<file path="src/rtl/stt_pkg.sv">
package stt_pkg;
  localparam int ADDR_W = 6;

  localparam logic [ADDR_W-1:0] A_CFG  = 6'h00;
  localparam logic [ADDR_W-1:0] A_CTRL = 6'h04;
  localparam logic [ADDR_W-1:0] A_CBUF = 6'h08;
  localparam logic [ADDR_W-1:0] A_COBS = 6'h0C;
  localparam logic [ADDR_W-1:0] A_IBUF = 6'h18;
  localparam logic [ADDR_W-1:0] A_IOBS = 6'h1C;
  localparam logic [ADDR_W-1:0] A_STAT = 6'h20;

  localparam int CFG_SRC_LSB = 12;
  localparam int CFG_DIV_LSB = 8;
  localparam int CFG_PRE_LSB = 0;

  localparam int CT_RUN   = 0;
  localparam int CT_LOAD  = 1;
  localparam int CT_AUTO  = 2;
  localparam int CT_IRUN  = 3;
  localparam int CT_ILOAD = 4;
  localparam int CT_IAUTO = 5;

  localparam int ST_IEN   = 0;
  localparam int ST_PEND  = 1;
  localparam int ST_IDONE = 2;
  localparam int ST_CDONE = 4;
  localparam int ST_KDONE = 5;
  localparam int ST_XIE   = 6;

  localparam int WC_CTRL = 0;
  localparam int WC_CBUF = 1;
  localparam int WC_IBUF = 2;
  localparam int WC_N    = 3;
endpackage

</file>
<file path="src/rtl/stt_tick_gen.sv">
module stt_tick_gen #(
  parameter int SRC_W   = 2,
  parameter int PRE_W   = 6,
  parameter int DIV_W   = 3,
  parameter int DIV_MAX = 4
) (
  input  logic               clk,
  input  logic               rst,
  input  logic [(1<<SRC_W)-1:0] src_tick,
  input  logic [SRC_W-1:0]   src_sel,
  input  logic [PRE_W-1:0]   prescale,
  input  logic [DIV_W-1:0]   div_code,
  input  logic               run,
  output logic               slow_stb,
  output logic               tick
);
  localparam int DCNT_W = (DIV_MAX < 1) ? 1 : DIV_MAX;

  logic [PRE_W-1:0]  pre_cnt;
  logic [DCNT_W-1:0] div_cnt;
  logic [DCNT_W-1:0] div_mask;
  logic [DIV_W-1:0]  div_eff;
  logic              pre_pulse;

  assign slow_stb  = src_tick[src_sel];
  assign pre_pulse = run && slow_stb && (pre_cnt == prescale);

  always_comb begin
    div_eff  = (div_code > DIV_W'(DIV_MAX)) ? DIV_W'(DIV_MAX) : div_code;
    div_mask = DCNT_W'((32'd1 << div_eff) - 32'd1);
  end

  assign tick = pre_pulse && ((div_cnt & div_mask) == div_mask);

  always_ff @(posedge clk) begin
    if (rst || !run) begin
      pre_cnt <= '0;
      div_cnt <= '0;
    end else if (slow_stb) begin
      pre_cnt <= pre_pulse ? '0 : pre_cnt + 1'b1;
      if (pre_pulse) div_cnt <= div_cnt + 1'b1;
    end
  end
endmodule

</file>
<file path="src/rtl/stt_down_ctr.sv">
module stt_down_ctr #(
  parameter int W = 32
) (
  input  logic         clk,
  input  logic         rst,
  input  logic         step,
  input  logic         auto,
  input  logic         load,
  input  logic [W-1:0] reload,
  output logic [W-1:0] count,
  output logic         wrap
);
  assign wrap = step && !load && auto && (count == '0);

  always_ff @(posedge clk) begin
    if (rst) begin
      count <= '0;
    end else if (load) begin
      count <= reload;
    end else if (step) begin
      if (count != '0)  count <= count - 1'b1;
      else if (auto)    count <= reload;
    end
  end
endmodule

</file>
<file path="src/rtl/stt_wr_commit.sv">
module stt_wr_commit #(
  parameter int N  = 3,
  parameter int DW = 32
) (
  input  logic                 clk,
  input  logic                 rst,
  input  logic [N-1:0]         hit,
  input  logic [DW-1:0]        wdata,
  input  logic                 slow_stb,
  output logic [N-1:0]         commit,
  output logic [N-1:0][DW-1:0] data
);
  for (genvar g = 0; g < N; g++) begin : g_slot
    logic          pend_r;
    logic [DW-1:0] data_r;

    assign commit[g] = slow_stb & pend_r;
    assign data[g]   = data_r;

    always_ff @(posedge clk) begin
      if (rst) begin
        pend_r <= 1'b0;
        data_r <= '0;
      end else if (hit[g]) begin
        pend_r <= 1'b1;
        data_r <= wdata;
      end else if (commit[g]) begin
        pend_r <= 1'b0;
      end
    end
  end
endmodule

</file>
<file path="src/rtl/sys_tick_timer.sv">
module sys_tick_timer
  import stt_pkg::*;
#(
  parameter int DW    = 32,
  parameter int SRC_W = 2,
  parameter int PRE_W = 6,
  parameter int DIV_W = 3
) (
  input  logic                  clk,
  input  logic                  rst,
  input  logic [(1<<SRC_W)-1:0] src_tick,
  input  logic                  bus_valid,
  input  logic                  bus_write,
  input  logic [ADDR_W-1:0]     bus_addr,
  input  logic [DW-1:0]         bus_wdata,
  output logic [DW-1:0]         bus_rdata,
  output logic                  irq_out
);
  localparam logic [DW-1:0] CFG_MASK =
      DW'((((1 << SRC_W) - 1) << CFG_SRC_LSB) |
          (((1 << DIV_W) - 1) << CFG_DIV_LSB) |
          (((1 << PRE_W) - 1) << CFG_PRE_LSB));
  localparam logic [DW-1:0] CTRL_KEEP =
      DW'((1 << CT_RUN) | (1 << CT_AUTO) | (1 << CT_IRUN) | (1 << CT_IAUTO));
  localparam logic [DW-1:0] ST_EN_MASK   = DW'((1 << ST_IEN) | (1 << ST_XIE));
  localparam logic [DW-1:0] ST_FLAG_MASK =
      DW'((1 << ST_PEND) | (1 << ST_IDONE) | (1 << ST_CDONE) | (1 << ST_KDONE));

  logic wr, rd;
  logic [DW-1:0] cfg_q, ctrl_q, cbuf_q, ibuf_q, st_q, st_set;
  logic [WC_N-1:0] hit, commit;
  logic [WC_N-1:0][DW-1:0] cdata;
  logic slow_stb, tick;
  logic run, auto, irun, iauto;
  logic cnt_load, icnt_load, cnt_wrap, icnt_wrap;
  logic [DW-1:0] cnt, icnt;

  assign wr = bus_valid && bus_write;
  assign rd = bus_valid && !bus_write;

  assign hit[WC_CTRL] = wr && (bus_addr == A_CTRL);
  assign hit[WC_CBUF] = wr && (bus_addr == A_CBUF);
  assign hit[WC_IBUF] = wr && (bus_addr == A_IBUF);

  assign run   = ctrl_q[CT_RUN];
  assign auto  = ctrl_q[CT_AUTO];
  assign irun  = ctrl_q[CT_IRUN];
  assign iauto = ctrl_q[CT_IAUTO];

  assign cnt_load  = commit[WC_CTRL] && cdata[WC_CTRL][CT_LOAD];
  assign icnt_load = commit[WC_CTRL] && cdata[WC_CTRL][CT_ILOAD];

  stt_wr_commit #(.N(WC_N), .DW(DW)) u_commit (
    .clk(clk), .rst(rst), .hit(hit), .wdata(bus_wdata),
    .slow_stb(slow_stb), .commit(commit), .data(cdata)
  );

  stt_tick_gen #(.SRC_W(SRC_W), .PRE_W(PRE_W), .DIV_W(DIV_W), .DIV_MAX(4)) u_tick (
    .clk(clk), .rst(rst), .src_tick(src_tick),
    .src_sel(cfg_q[CFG_SRC_LSB +: SRC_W]),
    .prescale(cfg_q[CFG_PRE_LSB +: PRE_W]),
    .div_code(cfg_q[CFG_DIV_LSB +: DIV_W]),
    .run(run), .slow_stb(slow_stb), .tick(tick)
  );

  stt_down_ctr #(.W(DW)) u_main (
    .clk(clk), .rst(rst), .step(tick), .auto(auto), .load(cnt_load),
    .reload(cbuf_q), .count(cnt), .wrap(cnt_wrap)
  );

  stt_down_ctr #(.W(DW)) u_evt (
    .clk(clk), .rst(rst), .step(cnt_wrap && irun), .auto(iauto), .load(icnt_load),
    .reload(ibuf_q), .count(icnt), .wrap(icnt_wrap)
  );

  always_comb begin
    st_set = '0;
    st_set[ST_KDONE] = commit[WC_CTRL];
    st_set[ST_CDONE] = commit[WC_CBUF];
    st_set[ST_IDONE] = commit[WC_IBUF];
    st_set[ST_PEND]  = icnt_wrap;
  end

  always_ff @(posedge clk) begin
    if (rst) begin
      cfg_q  <= '0;
      ctrl_q <= '0;
      cbuf_q <= '0;
      ibuf_q <= '0;
      st_q   <= '0;
      irq_out <= 1'b0;
    end else begin
      if (wr && (bus_addr == A_CFG) && !run) cfg_q <= bus_wdata & CFG_MASK;
      if (commit[WC_CTRL]) ctrl_q <= cdata[WC_CTRL] & CTRL_KEEP;
      if (commit[WC_CBUF]) cbuf_q <= cdata[WC_CBUF];
      if (commit[WC_IBUF]) ibuf_q <= cdata[WC_IBUF];
      if (wr && (bus_addr == A_STAT))
        st_q <= (bus_wdata & ST_EN_MASK) | (st_q & ST_FLAG_MASK & ~bus_wdata) | st_set;
      else
        st_q <= st_q | st_set;
      irq_out <= st_q[ST_PEND] && st_q[ST_IEN] && st_q[ST_XIE];
    end
  end

  always_ff @(posedge clk) begin
    if (rst) begin
      bus_rdata <= '0;
    end else if (rd) begin
      case (bus_addr)
        A_CFG:   bus_rdata <= cfg_q;
        A_CTRL:  bus_rdata <= ctrl_q;
        A_CBUF:  bus_rdata <= cbuf_q;
        A_COBS:  bus_rdata <= cnt;
        A_IBUF:  bus_rdata <= ibuf_q;
        A_IOBS:  bus_rdata <= icnt;
        A_STAT:  bus_rdata <= st_q;
        default: bus_rdata <= '0;
      endcase
    end
  end
endmodule

</file>
<file path="config.mk">
export PLATFORM = sky130hd
export DESIGN_NAME = sys_tick_timer
export DESIGN_NICKNAME = d
export VERILOG_FILES = /design/src/rtl/stt_pkg.sv /design/src/rtl/stt_tick_gen.sv /design/src/rtl/stt_down_ctr.sv /design/src/rtl/stt_wr_commit.sv /design/src/rtl/sys_tick_timer.sv
export SDC_FILE = /design/constraint.sdc
export NUM_CORES = 1
export LEC_CHECK = 0
export CAP_MARGIN = 15
export CELL_PAD_IN_SITES_DETAIL_PLACEMENT = 0
export CELL_PAD_IN_SITES_GLOBAL_PLACEMENT = 1
export CORE_ASPECT_RATIO = 1.2
export CORE_MARGIN = 8
export CORE_UTILIZATION = 48
export CTS_CLUSTER_SIZE = 10
export DETAILED_ROUTE_END_ITERATION = 10
export PLACE_DENSITY = 0.94
export SYNTH_ARGS = -nofsm -noshare
export SYNTH_HDL_FRONTEND = slang
export SYNTH_SLANG_ARGS = --single-unit
</file>
<file path="constraint.sdc">
create_clock -name clk -period 8.4 [get_ports clk]
set_clock_uncertainty 0.05 [all_clocks]
set_input_delay 0.84 -clock clk [delete_from_list [all_inputs] [get_ports clk]]
set_output_delay 0.84 -clock clk [all_outputs]
set_load 0.02 [all_outputs]
</file>
==> impl_metrics.py <==
metrics = {
    "pwr": {
        "clkPwrFrac_pct": 45.7,
        "power_leakage_nw": 4.69,
        "sw_frac_of_total_pct": 21.7,
        "switchingPower_mw": 0.541,
        "irDropWorstVdd_mv": 0.160,
        "p_int_mw": 1.95,
        "power.total_mw": 2.49,
        "p_seq_share_pct": 50.5,
        "p_per_area_mw_per_mm2": 177,
        "p_comb_share_pct": 3.7,
    },
    "sta": {
        "finalHoldViolCount": 0,
        "rsz0062_at_grt": "no",
        "finalSetupTns_ns": 0,
        "min_period_ns": 3.88,
        "relSlewSlack_pct": 21.9,
        "hold_slack_ns": 0.396,
        "max_freq_mhz": 258,
        "final.setup.worst_slack_ns": 4.52,
        "setup_viol": 0,
        "period_share_pct": 46.1,
        "final_max_slew_viol_count": 0,
        "worstMarginPinSlew_ns": 1.17,
    },
    "detailed_routing": {
        "routed_wl_um": 37400,
        "dr.pass1.iters": 6,
        "detail-route-antenna-nets": 0,
        "num_vias": 11890,
        "via_per_inst": 6.14,
        "drcViolationCount": 0,
        "drt_iter0_markers": 1312,
        "wl_per_cell_um": 19.3,
    },
    "floorplan": {
        "die_x_um": 162,
        "pin_count": 79,
        "die-area_sq_mm": 0.0312,
        "core_area_sq_mm": 0.0254,
        "fp.dieH_um": 192,
        "rows": 64,
        "initial_utilization_pct": 48.7,
    },
    "global_route": {
        "antenna_found_initial": 0,
        "grt_max_degree": 95,
        "grt_overflow": 0,
        "grt_first_pass_wirelength_um": 59700,
        "first_global_vias": 10794,
        "grtUsageTotal_pct": 23.4,
    },
    "yosys": {
        "synth-async-reset-ratio_pct": 0,
        "synth_area_leaders": "dfxtp_1 43%, nand2_1 10%, a21oi_1 8.7%, nor2_1 4.8%, clkbuf_1 3.3%",
        "yosysUniqueCellTypes": 68,
        "synth_area_leader_cell": "dfxtp_1",
        "synth_area_sq_mm": 0.0124,
        "synth-main-ff-cell": "dfxtp_1",
        "synthAdderAreaFrac_pct": 0.608,
        "yosysSeqAreaShare_pct": 42.9,
        "synth_top_family_by_area": "simple AND/OR/NAND/NOR gates",
        "synth_compound_area_share_pct": 24.2,
        "synth_xor_area_share_pct": 0.922,
        "synth.top_cell.area_share_pct": 42.9,
        "syn_nets": 1651,
        "syn-mean-instance-area_sq_um": 7.73,
        "yosys.area_share.simple_pct": 24.4,
        "netlist_instances": 1599,
        "synthTopCellsByCount": "345 x nand2_1, 265 x dfxtp_1, 216 x a21oi_1",
        "ys_seq_elements": 265,
        "yosysWarnings": 0,
        "muxShareOfSynthArea_pct": 2.29,
        "synthMostInstantiatedCell": "nand2_1",
        "synth_edf_count": 0,
    },
    "worst_setup_path": {
        "critPathLaunchType": "flop",
        "critical_path_class": "flop to flop",
        "worst-endpoint-required_ns": 8.83,
        "cp_max_fo": 17,
        "crit_path_end_kind": "flop",
        "cp.arrival_ns": 4.30,
    },
    "layout": {
        "antenna_cells": 0,
        "fin_cells": 1935,
        "synthToLayoutAreaGrowth_pct": 13.7,
        "fillers": 2380,
        "drive_above_1_share_pct": 6.67,
        "multi_input_area_sq_mm": 0.00650,
        "nNetsFinal": 1655,
        "seq_area_sq_mm": 0.00531,
    },
    "cts": {
        "cts_buffer_depth": 3,
        "ctsHoldBuffers": 0,
        "cts_setup_buffers": 0,
        "cts_tree": "yes",
        "clock-sinks": 265,
        "root_buffer": "clkbuf_16",
        "clock_latency_ns": 0.55,
        "cts_resized": 0,
        "numCtsBuffers": 30,
        "h-tree-depth": 1,
        "clk_pin_slew_ns": 0.06,
    },
    "job": {
        "max-cap-violations": 0,
    },
    "status": {
        "status": "finished, final reports clean",
    },
    "worst_hold_path": {
        "hold_class": "flop to flop",
    },
    "place": {
        "place_ws_ns": 4.14,
        "routabilityCongestion": 0.888,
        "port-buffer-count": 78,
        "dp_cells": 1900,
        "dp_hpwl_um": 25500,
    },
}
[flip-flops by register name (all words and copies together), names as in the netlist]
register                count
bus_rdata                  32
cbuf_q                     32
cfg_q                      11
ctrl_q                      4
ibuf_q                     32
irq_out                     1
st_q                        6
u_commit.g_slot.data_r     70
u_commit.g_slot.pend_r      3
u_evt.count                32
u_main.count               32
u_tick.div_cnt              4
u_tick.pre_cnt              6
[area by class of cell]
cell class | instances | share of cell area (%)
repair buffers | 99 | 6.81
multi-input cells | 1188 | 46.2
clock buffers | 34 | 5.74
well taps | 330 | 2.94
flip-flops and latches | 265 | 37.8
inverters | 19 | 0.508
[power groups by stage]
stage / logic (mW) / registers, mW / clock network, mW
after floorplan: 0.0469 / 1.29 / 0
after global placement: 0.0905 / 1.29 / 0
after detailed placement: 0.0914 / 1.29 / 0
after CTS: 0.0917 / 1.26 / 1.16
after global routing: 0.0994 / 1.26 / 1.21
final: 0.0929 / 1.26 / 1.14
[routing by layer]
layer	track usage (%)	vias to the layer above	part of all wire (%)
met2	35.0	550	44
li1	-	5657	-
met4	6.81	0	2.5
met1	34.2	5611	44
met3	3.28	72	9.5
met5	0	-	0
[cells by family (layout without fill, tap and decap cells)]
family	Yosys count	in the layout
and+or+nand+nor	675	675
adders and majority gates	6	6
muxes	26	26
buffers and inverters	146	152
AOI/OAI and AO/OA	468	468
DFF	265	265
xor gates and xnor gates	13	13
[placed cells by master, fill, tap and decap left out, drive strengths merged, types with 7 or more instances in the layout]
cell type / count
nand2: 346
dfxtp: 265
a21oi: 216
nor2: 159
clkdlybuf4s50: 76
o21ai: 75
a221oi: 47
nor3: 38
clkbuf: 35
a22oi: 32
nand3: 22
buf: 22
inv: 19
and2: 18
nor4: 18
mux2i: 17
a211oi: 17
o211ai: 15
or4: 14
or3: 12
a222oi: 11
nand4: 9
a21o: 9
xnor2: 8
mux2: 8
nand2b: 7
or2: 7
and3: 7
[metrics by stage]
| step | utilization (%) | area [sq um] |
|---|---|---|
| 6_report | 55.4 | 14100 |
| 5_1_grt | 55.4 | 14100 |
| 4_1_cts | 55.2 | 14000 |
| 3_5_place_dp | 52.1 | 13200 |
| 3_3_place_gp | 52.1 | 13200 |
| 2_1_floorplan | - | 12400 |
[path summary, 6_finish.rpt]
kind / from / slack, ns / cells past startpoint / to
min: u_commit.g_slot[1].data_r[8] / 0.40 / 2 / cbuf_q[8]
max reg2reg: u_evt.count[8] / 4.52 / 7 / u_evt.count[2]
max: u_evt.count[8] / 4.52 / 7 / u_evt.count[2]
min reg2reg: u_commit.g_slot[1].data_r[8] / 0.40 / 2 / cbuf_q[8]
[worst max-delay path, stage by stage, from the launching register on]
cell and delay (ns):
dfxtp_1 0.40, or4_4 0.59, or4_1 0.63, or4_1 0.92, nand2_2 0.40, nor2_1 0.28
a31o_2 0.32, a211oi_2 0.19
Note: power is estimated with default switching activity, not from simulation.
